`src/rtl/cmd_framer_pkg.sv`:
```
package cmd_framer_pkg;

  localparam int WORD_W  = 32;
  localparam int OP_W    = 8;
  localparam int NUM_ENV = 8;
  localparam int ENV_SEL_W = $clog2(NUM_ENV);
  localparam logic [31:0] SENT_MASK  = 32'hF000_F000;
  localparam logic [31:0] SENT_MATCH = 32'h5000_5000;

  function automatic logic [3:0] extra_words(input logic [OP_W-1:0] op);
    logic [3:0] n;
    n = 4'd0;
    if (op == 8'h02)            n = 4'd2;
    else if (op[7:5] == 3'b001) begin
      case (op[4:2])
        3'd0: n = 4'd3;  3'd1: n = 4'd6;  3'd2: n = 4'd4;  3'd3: n = 4'd8;
        3'd4: n = 4'd5;  3'd5: n = 4'd8;  3'd6: n = 4'd7;  default: n = 4'd11;
      endcase
    end
    else if (op[7:3] == 5'b01000) n = 4'd2;
    else if (op[7:3] == 5'b01010) n = 4'd3;
    else if (op[7:4] == 4'h6) begin
      case (op[3:2])
        2'd0: n = 4'd2;  2'd1: n = 4'd3;  2'd2: n = 4'd1;  default: n = 4'd0;
      endcase
    end
    else if (op[7:4] == 4'h7) n = op[2] ? 4'd2 : 4'd1;
    else if (op == 8'h80)       n = 4'd3;
    return n;
  endfunction

  function automatic logic is_strip1(input logic [OP_W-1:0] op);
    return op[7:3] == 5'b01001;
  endfunction

  function automatic logic is_strip2(input logic [OP_W-1:0] op);
    return op[7:3] == 5'b01011;
  endfunction

  function automatic logic is_image(input logic [OP_W-1:0] op);
    return (op >= 8'hA0) && (op <= 8'hDF);
  endfunction

  function automatic logic is_env(input logic [OP_W-1:0] op);
    return op[7:3] == 5'b11100;
  endfunction

  function automatic logic is_sentinel(input logic [WORD_W-1:0] w);
    return (w & SENT_MASK) == SENT_MATCH;
  endfunction

  function automatic logic [WORD_W-1:0] env_reset_value(input int i);
    return WORD_W'((32'hE0 + i) << 24);
  endfunction

endpackage

```
`src/rtl/cf_framer.sv`:
```
module cf_framer
  import cmd_framer_pkg::*;
#(
  parameter int IDX_W = 8
) (
  input  logic                 clk,
  input  logic                 rst_n,
  input  logic                 cmd_reset,
  input  logic                 fire,
  input  logic [WORD_W-1:0]    word,
  output logic                 pkt_valid,
  output logic                 pkt_sop,
  output logic                 pkt_eop,
  output logic [WORD_W-1:0]    pkt_data,
  output logic                 env_we,
  output logic [ENV_SEL_W-1:0] env_sel,
  output logic                 img_pos_we,
  output logic                 img_size_we,
  output logic                 img_read
);

  logic             busy_q, ph_q;
  logic [OP_W-1:0]  op_q;
  logic [IDX_W-1:0] idx_q;

  logic             first, cur_ph, img, last;
  logic [OP_W-1:0]  cur_op;
  logic [IDX_W-1:0] cur_idx;

  always_comb begin
    first   = !busy_q;
    cur_op  = first ? word[31:24] : op_q;
    cur_idx = first ? '0 : idx_q;
    cur_ph  = first ? 1'b0 : ph_q;
    img     = is_image(cur_op);
    if (img)
      last = (cur_idx == IDX_W'(2));
    else if (is_strip1(cur_op))
      last = (cur_idx >= IDX_W'(3)) && is_sentinel(word);
    else if (is_strip2(cur_op))
      last = (cur_idx >= IDX_W'(4)) && !cur_ph && is_sentinel(word);
    else
      last = (cur_idx == IDX_W'(extra_words(cur_op)));
    env_we      = fire && first && is_env(cur_op);
    env_sel     = cur_op[ENV_SEL_W-1:0];
    img_pos_we  = fire && img && (cur_idx == IDX_W'(1));
    img_size_we = fire && img && (cur_idx == IDX_W'(2));
    img_read    = (cur_op[7:5] == 3'b110);
  end

  always_ff @(posedge clk or negedge rst_n) begin
    if (!rst_n) begin
      busy_q <= 1'b0; ph_q <= 1'b0; op_q <= '0; idx_q <= '0;
      pkt_valid <= 1'b0; pkt_sop <= 1'b0; pkt_eop <= 1'b0; pkt_data <= '0;
    end else if (cmd_reset) begin
      busy_q <= 1'b0; pkt_valid <= 1'b0; pkt_sop <= 1'b0; pkt_eop <= 1'b0;
    end else begin
      pkt_valid <= fire && !img;
      pkt_sop   <= fire && !img && first;
      pkt_eop   <= fire && !img && last;
      if (fire) begin
        pkt_data <= word;
        busy_q   <= !last;
        op_q     <= cur_op;
        idx_q    <= (&cur_idx) ? cur_idx : cur_idx + IDX_W'(1);
        ph_q     <= ~cur_ph;
      end
    end
  end

  // an environment opcode is a complete one-word packet
  a_r3_env_single: assert property (@(posedge clk) disable iff (!rst_n)
    env_we && !cmd_reset |=> pkt_valid && pkt_sop && pkt_eop);
  // image words never reach the packet output
  a_r8_image_silent: assert property (@(posedge clk) disable iff (!rst_n)
    (img_pos_we || img_size_we) |=> !pkt_valid);
  // command reset leaves the framer idle
  a_r10_reset_idle: assert property (@(posedge clk) disable iff (!rst_n)
    cmd_reset |=> !busy_q);
  // framed words appear one cycle after acceptance
  a_r11_latency: assert property (@(posedge clk) disable iff (!rst_n)
    fire && !cmd_reset && !img |=> pkt_valid && pkt_data == $past(word));
  // a stride-1 strip closes only on a sentinel word
  a_r4_strip_close: assert property (@(posedge clk) disable iff (!rst_n)
    fire && !cmd_reset && is_strip1(cur_op) && !first && !is_sentinel(word) |=> !pkt_eop);

endmodule

```
`src/rtl/cf_env_bank.sv`:
```
module cf_env_bank
  import cmd_framer_pkg::*;
(
  input  logic                      clk,
  input  logic                      rst_n,
  input  logic                      we,
  input  logic [ENV_SEL_W-1:0]      sel,
  input  logic [WORD_W-1:0]         word,
  output logic [NUM_ENV*WORD_W-1:0] env_bus,
  output logic [12:0]               status_lo
);

  logic [WORD_W-1:0] env_q [NUM_ENV];

  for (genvar i = 0; i < NUM_ENV; i++) begin : g_env
    always_ff @(posedge clk or negedge rst_n) begin
      if (!rst_n)
        env_q[i] <= env_reset_value(i);
      else if (we && sel == ENV_SEL_W'(i))
        env_q[i] <= word;
    end
    assign env_bus[i*WORD_W +: WORD_W] = env_q[i];

    // the selected register takes the whole word
    a_r6_env_store: assert property (@(posedge clk) disable iff (!rst_n)
      we && sel == ENV_SEL_W'(i) |=> env_bus[i*WORD_W +: WORD_W] == $past(word));
  end

  assign status_lo = {env_q[6][1:0], env_q[1][10:0]};

  // status low bits follow a write to register 1
  a_r7_status_follow: assert property (@(posedge clk) disable iff (!rst_n)
    we && sel == ENV_SEL_W'(1) |=> status_lo[10:0] == $past(word[10:0]));

endmodule

```
`src/rtl/cf_xfer.sv`:
```
module cf_xfer
  import cmd_framer_pkg::*;
(
  input  logic              clk,
  input  logic              rst_n,
  input  logic              pos_we,
  input  logic              size_we,
  input  logic              read_in,
  input  logic              byp_fire,
  input  logic [WORD_W-1:0] word,
  output logic              xfer_start,
  output logic              xfer_read,
  output logic [WORD_W-1:0] xfer_pos,
  output logic [WORD_W-1:0] xfer_size,
  output logic              xfer_wvalid,
  output logic [WORD_W-1:0] xfer_wdata
);

  always_ff @(posedge clk or negedge rst_n) begin
    if (!rst_n) begin
      xfer_start <= 1'b0; xfer_read <= 1'b0; xfer_pos <= '0; xfer_size <= '0;
      xfer_wvalid <= 1'b0; xfer_wdata <= '0;
    end else begin
      xfer_start  <= size_we;
      xfer_wvalid <= byp_fire;
      if (byp_fire) xfer_wdata <= word;
      if (pos_we)   xfer_pos   <= word;
      if (size_we) begin
        xfer_size <= word;
        xfer_read <= read_in;
      end
    end
  end

  // start is a single-cycle pulse
  a_r8_start_pulse: assert property (@(posedge clk) disable iff (!rst_n)
    xfer_start |=> !xfer_start);
  // a bypassed word is forwarded and starts nothing
  a_r9_bypass_fwd: assert property (@(posedge clk) disable iff (!rst_n)
    byp_fire |=> xfer_wvalid && !xfer_start && xfer_wdata == $past(word));

endmodule

```
`src/rtl/cmd_framer.sv`:
```
module cmd_framer
  import cmd_framer_pkg::*;
#(
  parameter int IDX_W = 8
) (
  input  logic                      clk,
  input  logic                      rst_n,
  input  logic                      cmd_reset,
  input  logic                      in_valid,
  input  logic [WORD_W-1:0]         in_data,
  output logic                      in_ready,
  input  logic                      xfer_wr_busy,
  output logic                      pkt_valid,
  output logic                      pkt_sop,
  output logic                      pkt_eop,
  output logic [WORD_W-1:0]         pkt_data,
  output logic [NUM_ENV*WORD_W-1:0] env_bus,
  output logic [12:0]               status_lo,
  output logic                      xfer_start,
  output logic                      xfer_read,
  output logic [WORD_W-1:0]         xfer_pos,
  output logic [WORD_W-1:0]         xfer_size,
  output logic                      xfer_wvalid,
  output logic [WORD_W-1:0]         xfer_wdata
);

  logic fire, frame_fire, byp_fire;
  logic env_we, img_pos_we, img_size_we, img_read;
  logic [ENV_SEL_W-1:0] env_sel;

  assign in_ready   = !cmd_reset;
  assign fire       = in_valid && in_ready;
  assign byp_fire   = fire && xfer_wr_busy;
  assign frame_fire = fire && !xfer_wr_busy;

  cf_framer #(.IDX_W(IDX_W)) u_framer (
    .clk(clk), .rst_n(rst_n), .cmd_reset(cmd_reset), .fire(frame_fire), .word(in_data),
    .pkt_valid(pkt_valid), .pkt_sop(pkt_sop), .pkt_eop(pkt_eop), .pkt_data(pkt_data),
    .env_we(env_we), .env_sel(env_sel), .img_pos_we(img_pos_we),
    .img_size_we(img_size_we), .img_read(img_read)
  );

  cf_env_bank u_env (
    .clk(clk), .rst_n(rst_n), .we(env_we), .sel(env_sel), .word(in_data),
    .env_bus(env_bus), .status_lo(status_lo)
  );

  cf_xfer u_xfer (
    .clk(clk), .rst_n(rst_n), .pos_we(img_pos_we), .size_we(img_size_we),
    .read_in(img_read), .byp_fire(byp_fire), .word(in_data),
    .xfer_start(xfer_start), .xfer_read(xfer_read), .xfer_pos(xfer_pos),
    .xfer_size(xfer_size), .xfer_wvalid(xfer_wvalid), .xfer_wdata(xfer_wdata)
  );

  // no word is taken while a command reset is applied
  a_r10_no_accept: assert property (@(posedge clk) disable iff (!rst_n)
    cmd_reset |=> !pkt_valid && !xfer_wvalid);

endmodule

```
`config.mk`:
```
export PLATFORM = sky130hd
export DESIGN_NAME = cmd_framer
export DESIGN_NICKNAME = d
export VERILOG_FILES = /design/src/rtl/cmd_framer_pkg.sv /design/src/rtl/cf_framer.sv /design/src/rtl/cf_env_bank.sv /design/src/rtl/cf_xfer.sv /design/src/rtl/cmd_framer.sv
export SDC_FILE = /design/constraint.sdc
export NUM_CORES = 1
export LEC_CHECK = 0
export BUFFER_PORTS_ARGS = -buffer_cell sky130_fd_sc_hd__buf_2
export CAP_MARGIN = 20
export CORE_ASPECT_RATIO = 2
export CORE_MARGIN = 2
export CORE_UTILIZATION = 53
export DETAILED_ROUTE_END_ITERATION = 8
export PLACE_DENSITY = 0.77
export REMOVE_ABC_BUFFERS = 1
export SYNTH_ARGS = -nofsm -noshare
export SYNTH_HDL_FRONTEND = slang
export SYNTH_HIERARCHICAL = 1
export SYNTH_SLANG_ARGS = --single-unit
```
`constraint.sdc`:
```
create_clock -name clk -period 4.1 [get_ports clk]
set_input_delay 0.41 -clock clk [delete_from_list [all_inputs] [get_ports clk]]
set_output_delay 0.41 -clock clk [all_outputs]
set_load 0.05 [all_outputs]
```
# == After elaboration in Yosys (flattened, before gate mapping) ==
# Cells that the tools add are included.
# op_classes
n_addsub,1
order_cmp,4
n_eq_ne,30
n_mux,25
bitwise_logic,2
n_reduce_logical,36
# op_table
operator,n
two-way mux 4 bit,9
== test 3 bit (second input constant),8
two-way mux 8 bit,3
one-hot mux 4 bit (6 select lines),1
logical AND 1 bit,23
== test 5 x 4 -> 1 bit (second input constant),4
== test 8 x 2 -> 1 bit (second input constant),2
== test 3 x 2 -> 1 bit (second input constant),4
== test 3 x 1 -> 1 bit (second input constant),3
two-way mux 1 bit,9
adder 8 x 1 -> 8 bit (second input constant),1
== test 4 x 3 -> 1 bit (second input constant),2
== test 8 x 1 -> 1 bit (second input constant),1
== test 8 x 4 -> 1 bit,1
== test 8 x 7 -> 1 bit (second input constant),1
== test 8 bit (second input constant),1
>= comparator 8 x 2 -> 1 bit (second input constant),1
>= comparator 8 x 3 -> 1 bit (second input constant),1
>= comparator 8 bit (second input constant),1
less-or-equal comparator 8 bit (second input constant),1
AND reduction 8 bit,1
zero test 1 bit,6
zero test 3 bit,2
one-hot mux 2 bit (3 select lines),1
9 further kinds,11
# word_totals
ff_bits,408
inputBits,37
out_inout_bits,404

# == Longest topological paths before layout ==
# logic_depth
depth_word,19
ltp_mapped,13
ltp_nobuf,11

# == Cells and area by module ==
# The synthesis kept the hierarchy.
# by_module_without_submodules
module,instances,cells_per_inst,area_each_um2,seq_area_each_um2
cf_env_bank,1,564,9755.6,6451.2
cf_xfer,1,208,4121.5,2477.4
cf_framer,1,339,2990.4,1326.3
cmd_framer,1,3,20.0,0.0

# == Worst setup path after synthesis ==
# OpenSTA, ideal clock, no wires.
# synth_timing
path_type,reg2reg
start,register u_framer.busy_q
end,register u_framer.busy_q
setup_time_ps,139
arrival_time_ps,3339
t_required_ps,3961
setup_slack_ps,622
stages_incl_launch_ff,13
n_path_buf,1
synth_period_minus_slack_ps,3478
cell_sequence,dfrtp_1 buf_6 mux2i_1 inv_1 ha_1 nor3_1 nor3_2 nor2_2 mux2_4 o311a_1 or4_1 nor4_2 o32ai_1
# synth_between
elab_chain_cells,19
elab_cells_between_ends,53
classes_between,4 x order compare; 19 x eq/ne; 21 x mux; 9 x reduce/logical
# synth_rtl
element,line,rtl
start: declaration,cf_framer.sv:22,"logic busy_q, ph_q;"
start signal: assignment,cf_framer.sv:63,busy_q <= !last;
two-way mux 8 bit *,cf_framer.sv:32,cur_op = first ? word[31:24] : op_q;
net u_framer.cur_op[3],cf_framer.sv:27,logic [OP_W-1:0] cur_op;
== test 8 bit,cmd_framer_pkg.sv:28,else if (op == 8'h80) n = 4'd3;
two-way mux 2 bit,cmd_framer_pkg.sv:28,
two-way mux 4 bit,cmd_framer_pkg.sv:27,else if (op[7:4] == 4'h7) n = op[2] ? 4'd2 : 4'd1;
two-way mux 4 bit,cmd_framer_pkg.sv:22,else if (op[7:4] == 4'h6) begin
two-way mux 4 bit,cmd_framer_pkg.sv:21,else if (op[7:3] == 5'b01010) n = 4'd3;
two-way mux 4 bit,cmd_framer_pkg.sv:20,else if (op[7:3] == 5'b01000) n = 4'd2;
[4 not listed],n/a,
two-way mux 4 bit,cf_framer.sv:36,if (img)
== test 8 x 4 -> 1 bit,cf_framer.sv:43,last = (cur_idx == IDX_W'(extra_words(cur_op)));
two-way mux 1 bit,cf_framer.sv:40,else if (is_strip2(cur_op))
two-way mux 1 bit,cf_framer.sv:38,else if (is_strip1(cur_op))
two-way mux 1 bit *,cf_framer.sv:36,
zero test 1 bit *,cf_framer.sv:63,
two-way mux 1 bit *,cf_framer.sv:61,if (fire) begin
two-way mux 1 bit *,cf_framer.sv:55,end else if (cmd_reset) begin
# Mark *: on every way through the listed nets, which the timed path passes. The rest lies on a longest branch. The select of a mux whose other input is x is not followed.
# A chain may end at the register's enable or synchronous reset.

# == Final worst setup path ==
# Ends and elaborated chain as after synthesis.

==> results.txt <==
----------------------------------------------------
[Die]
  Die Height ... 256 um
  Placeable core region ... 31400 sq um
  Number of top-level design ports ... 441
  Area enclosed by the die boundary ... 33400 sq um
  Standard-cell row count ... 92
  Initial Utilization ... 53.7%
  Die W ... 130 um

[Min path]
  Path class of the lowest-slack min-delay path ... in -> reg
  Critical hold path startpoint ... cmd_reset
  Worst-case hold path end point ... u_framer/busy_q
  Number of stages on the worst hold path ... 2

[Clock tree]
  Num Clock Sinks ... 408
  Later-pin clock latency in the skew report ... 530 ps
  Clock tree buffer depth ... 3
  Clock transition at the registers of the reported paths ... 70 ps
  CTS buffer count ... 35
  Clock H-tree levels ... 2
  TritonCTS clock tree ... built
  Master cell of the clock root buffer ... sky130_fd_sc_hd__clkbuf_16

[Synthesis]
  Post-Synthesis Cell Area ... 16900 sq um
  Number of instances in the synthesized netlist ... 1114
  Warnings from Yosys ... 6
  Register area share after synthesis ... 60.7%
  Number of synthesized register bits ... 408
  Mean instance size in the synthesized netlist ... 15.2 sq um
  Fraction of registers with async set/reset ... 100%
  Count of flip-flops with a built-in enable after synthesis ... 0
  Commonest register cell after synthesis ... sky130_fd_sc_hd__dfrtp_1
  Unique masters post-synth ... 64

[Detailed routing]
  Sum of routed wire length over all layers ... 47.7 mm
  Drt initial violations ... 451
  Routed wirelength normalized by instance count ... 23.9 um
  Number of optimization iterations in the first detailed-route pass ... 5
  Per-cell via count in the routed design ... 5.43
  Number of remaining DRC errors ... 0
  ANT nets after route ... 0
  Via count of the routed design ... 10800

[Worst setup path]
  Number of cells on the worst reg-to-reg path ... 11
  Start of the worst register-to-register path ... u_framer/busy_q
  Crit path launch type ... flip-flop
  R2r endpoint ... u_framer/busy_q
  Worst path arrival time ... 3770 ps
  Stage delay of the slowest cell on the critical path ... 550 ps
  Critical path fanouts, max ... 6
  Slowest cell on the critical path ... sky130_fd_sc_hd__or4_1
  Critical Path, Cell by Cell ... mux2i_1, inv_1, ha_1, nor3_1, nor3_2, nor2_2, mux2_4, o311a_1, or4_1, nor4_2, o32ai_1
  Worst setup path class ... reg -> reg
  Endpoint kind of the worst setup timing path ... flip-flop
  Reg-to-reg setup timing slack ... 730 ps
  Critical path data required time ... 4500 ps

[STA]
  Setup repair after global routing missed its margin ... no
  Relative max-transition margin ... 44.4%
  Fraction of the cycle the final worst path needs ... 82.2%
  Final setup violation count ... 0
  Number of hold-slack violations in the final timing report ... 0
  Worst clock skew ... 18.4 ps
  Highest achievable clock rate ... 0.297 GHz
  Final critical-path required period ... 3370 ps
  Worst-margin pin slew ... 833 ps
  Final number of max-transition violations ... 0

[Cells and area]
  Final standard cell count with taps included and fillers excluded ... 1997
  Finished layout cell area ... 20600 sq um
  Most common cell after layout, fill and taps aside ... sky130_fd_sc_hd__buf_2
  Number of diodes added for antenna fixing ... 0
  Share of cells above drive strength 1 ... 59.3%
  Register cell area after layout ... 10300 sq um
  Number of nets in the layout ... 1600
  Core Util, Final ... 65.4%
  Area overhead of the layout relative to synthesis ... 21.7%
  Filler Cell Count ... 2347
  Most frequent cells in the layout ... sky130_fd_sc_hd__buf_2, sky130_fd_sc_hd__dfrtp_1, sky130_fd_sc_hd__mux2_2
  Area of combinational cells with multiple inputs ... 5990 sq um

[Placement]
  Final weighted congestion in routability-driven placement ... 0.864
  Number of placed cells counting well taps ... 1935
  Post-Place Cell Area ... 19400 sq um
  Detailed-placement wirelength estimate ... 32.4 mm
  Input/output buffers ... 440

[GRT]
  Number of global-route vias before repair ... 11700
  Global-route wire length before repair ... 71.1 mm
  Grt ovf ... 0
  Initial antenna violation count ... 0
  Largest net degree at the start of global routing ... 106
  Total GRT Usage ... 28.6%

[Pwr]
  IR drop worst, VDD ... 0.000387 V
  Total leakage power ... 11.4 nW
  Power Total ... 9.37 mW
  Total power divided by cell area ... 456 nW/um^2

[Status]
  Result of the run ... finished clean

[Job]
  Number of violations of the max-capacitance limit ... 0

----------------------------------------------------
## routing by layer
metal  global-route usage [%]  share of wire [%]  vias up
li1                         -                  -     4728
met4                     15.1                6.1        0
met1                     32.0                 36     5590
met2                     51.2                 53      380
met3                     4.72                4.7      136
met5                        0                  0        -
## worst max-delay path: cells and delay by family (launching register included)
family	cells	cell delay, ps
AND/OR/NAND/NOR	5	1340
multiplexers	2	590
flip-flops	1	500
AO/OA/AOI/OAI	2	410
adder cells (fa/ha/maj)	1	260
buffers and inverters	1	150
## stage by stage
step	setup TNS [ps]	hold WS [ps]	setup slack, ps
2_1_floorplan	-146100	114	-1860
4_1_cts	0	160	741
5_1_grt	0	191	525
3_3_place_gp	0	454	770
3_5_place_dp	0	458	718
6_report	0	193	729
## worst max path at each step
stage / startpoint / cells after the start / slack, ps / end
after floorplan: u_framer/busy_q / 6 / -1860 / u_env/env_bus[154]
after global placement: u_framer/busy_q / 11 / 770 / u_framer/busy_q
after detailed placement: in_data[26] / 11 / 720 / u_framer/busy_q
after CTS: u_framer/busy_q / 10 / 740 / u_framer/busy_q
after global routing: u_framer/busy_q / 11 / 530 / u_framer/busy_q
final: u_framer/busy_q / 11 / 730 / u_framer/busy_q
## sequential cells by signal (all words and copies together), names as in the netlist, 8 cells and up
register	cells
u_xfer/xfer_pos	32
u_env/env_bus	256
u_xfer/xfer_wdata	32
u_framer/op_q	8
u_framer/idx_q	8
u_framer/pkt_data	32
u_xfer/xfer_size	32
## power by group
group	switching [mW]	leakage (nW)	internal, mW
clock network	1.49	0.584	1.98
logic	1.13	5.40	0.390
registers	0.135	5.42	4.25
total	2.75	11.4	6.62
## cell type report
type | instances | area share (%)
flip-flops and latches | 408 | 49.9
multi-input cells | 618 | 29.1
repair buffers | 473 | 12.4
clock buffers | 48 | 4.89
well taps | 423 | 2.57
clock inverters | 13 | 0.870
inverters | 14 | 0.268
## kinds of logic after synthesis
kind of cell             Yosys count  synth area share [%]
flip-flops                       408                  60.7
multiplexers                     371                  26.8
AND/OR/NAND/NOR                  192                  5.53
buffers and inverters             88                  4.16
AO/OA/AOI/OAI                     37                  1.57
adder cells (fa/ha/maj)           13                 0.963
XOR/XNOR                           5                 0.259
## synthesized netlist by cell type, types with 2 or more instances
| master | instances | share of area, % |
|---|---|---|
| sky130_fd_sc_hd__buf_6 | 16 | 1.1 |
| sky130_fd_sc_hd__and3b_1 | 2 | 0.10 |
| sky130_fd_sc_hd__nor2_1 | 19 | 0.42 |
| sky130_fd_sc_hd__or2_1 | 2 | 0.074 |
| sky130_fd_sc_hd__buf_12 | 9 | 1.1 |
| sky130_fd_sc_hd__nor3_1 | 5 | 0.15 |
| sky130_fd_sc_hd__buf_4 | 19 | 0.84 |
| sky130_fd_sc_hd__o32ai_1 | 2 | 0.10 |
| sky130_fd_sc_hd__o21a_1 | 3 | 0.13 |
| sky130_fd_sc_hd__mux2_2 | 260 | 17 |
| sky130_fd_sc_hd__clkbuf_1 | 11 | 0.24 |
| sky130_fd_sc_hd__nand3_1 | 5 | 0.15 |
| sky130_fd_sc_hd__inv_1 | 13 | 0.29 |
| sky130_fd_sc_hd__xor2_1 | 2 | 0.10 |
| sky130_fd_sc_hd__o21ai_0 | 8 | 0.24 |
| sky130_fd_sc_hd__o221ai_1 | 2 | 0.10 |
| sky130_fd_sc_hd__a21oi_1 | 7 | 0.21 |
| sky130_fd_sc_hd__mux2i_1 | 6 | 0.36 |
| sky130_fd_sc_hd__dfstp_2 | 36 | 5.6 |
| sky130_fd_sc_hd__nand2b_1 | 3 | 0.11 |
| sky130_fd_sc_hd__nand4b_1 | 4 | 0.21 |
| sky130_fd_sc_hd__nor4b_1 | 2 | 0.10 |
| sky130_fd_sc_hd__dfrtp_1 | 372 | 55 |
| sky130_fd_sc_hd__ha_1 | 13 | 0.96 |
| sky130_fd_sc_hd__nor4bb_1 | 3 | 0.18 |
| sky130_fd_sc_hd__nor3b_1 | 4 | 0.18 |
| sky130_fd_sc_hd__nor4_1 | 2 | 0.074 |
| sky130_fd_sc_hd__mux2_1 | 13 | 0.87 |
| sky130_fd_sc_hd__nand4_1 | 3 | 0.11 |
| sky130_fd_sc_hd__and3_1 | 3 | 0.11 |
| sky130_fd_sc_hd__nand3b_1 | 2 | 0.089 |
| sky130_fd_sc_hd__buf_2 | 18 | 0.53 |
| sky130_fd_sc_hd__nand2_1 | 121 | 2.7 |
| sky130_fd_sc_hd__o31ai_1 | 2 | 0.089 |
| sky130_fd_sc_hd__xnor2_1 | 3 | 0.16 |
| sky130_fd_sc_hd__mux2_4 | 91 | 8.1 |
## repair_timing
action                                  CTS  global route
hold buffers                              1             0
resized for setup                         0             0
endpoints found under the setup margin    0             0
endpoints found under the hold margin    69             0
buffers inserted                          0             0
Note: power is estimated with default switching activity, not from simulation.
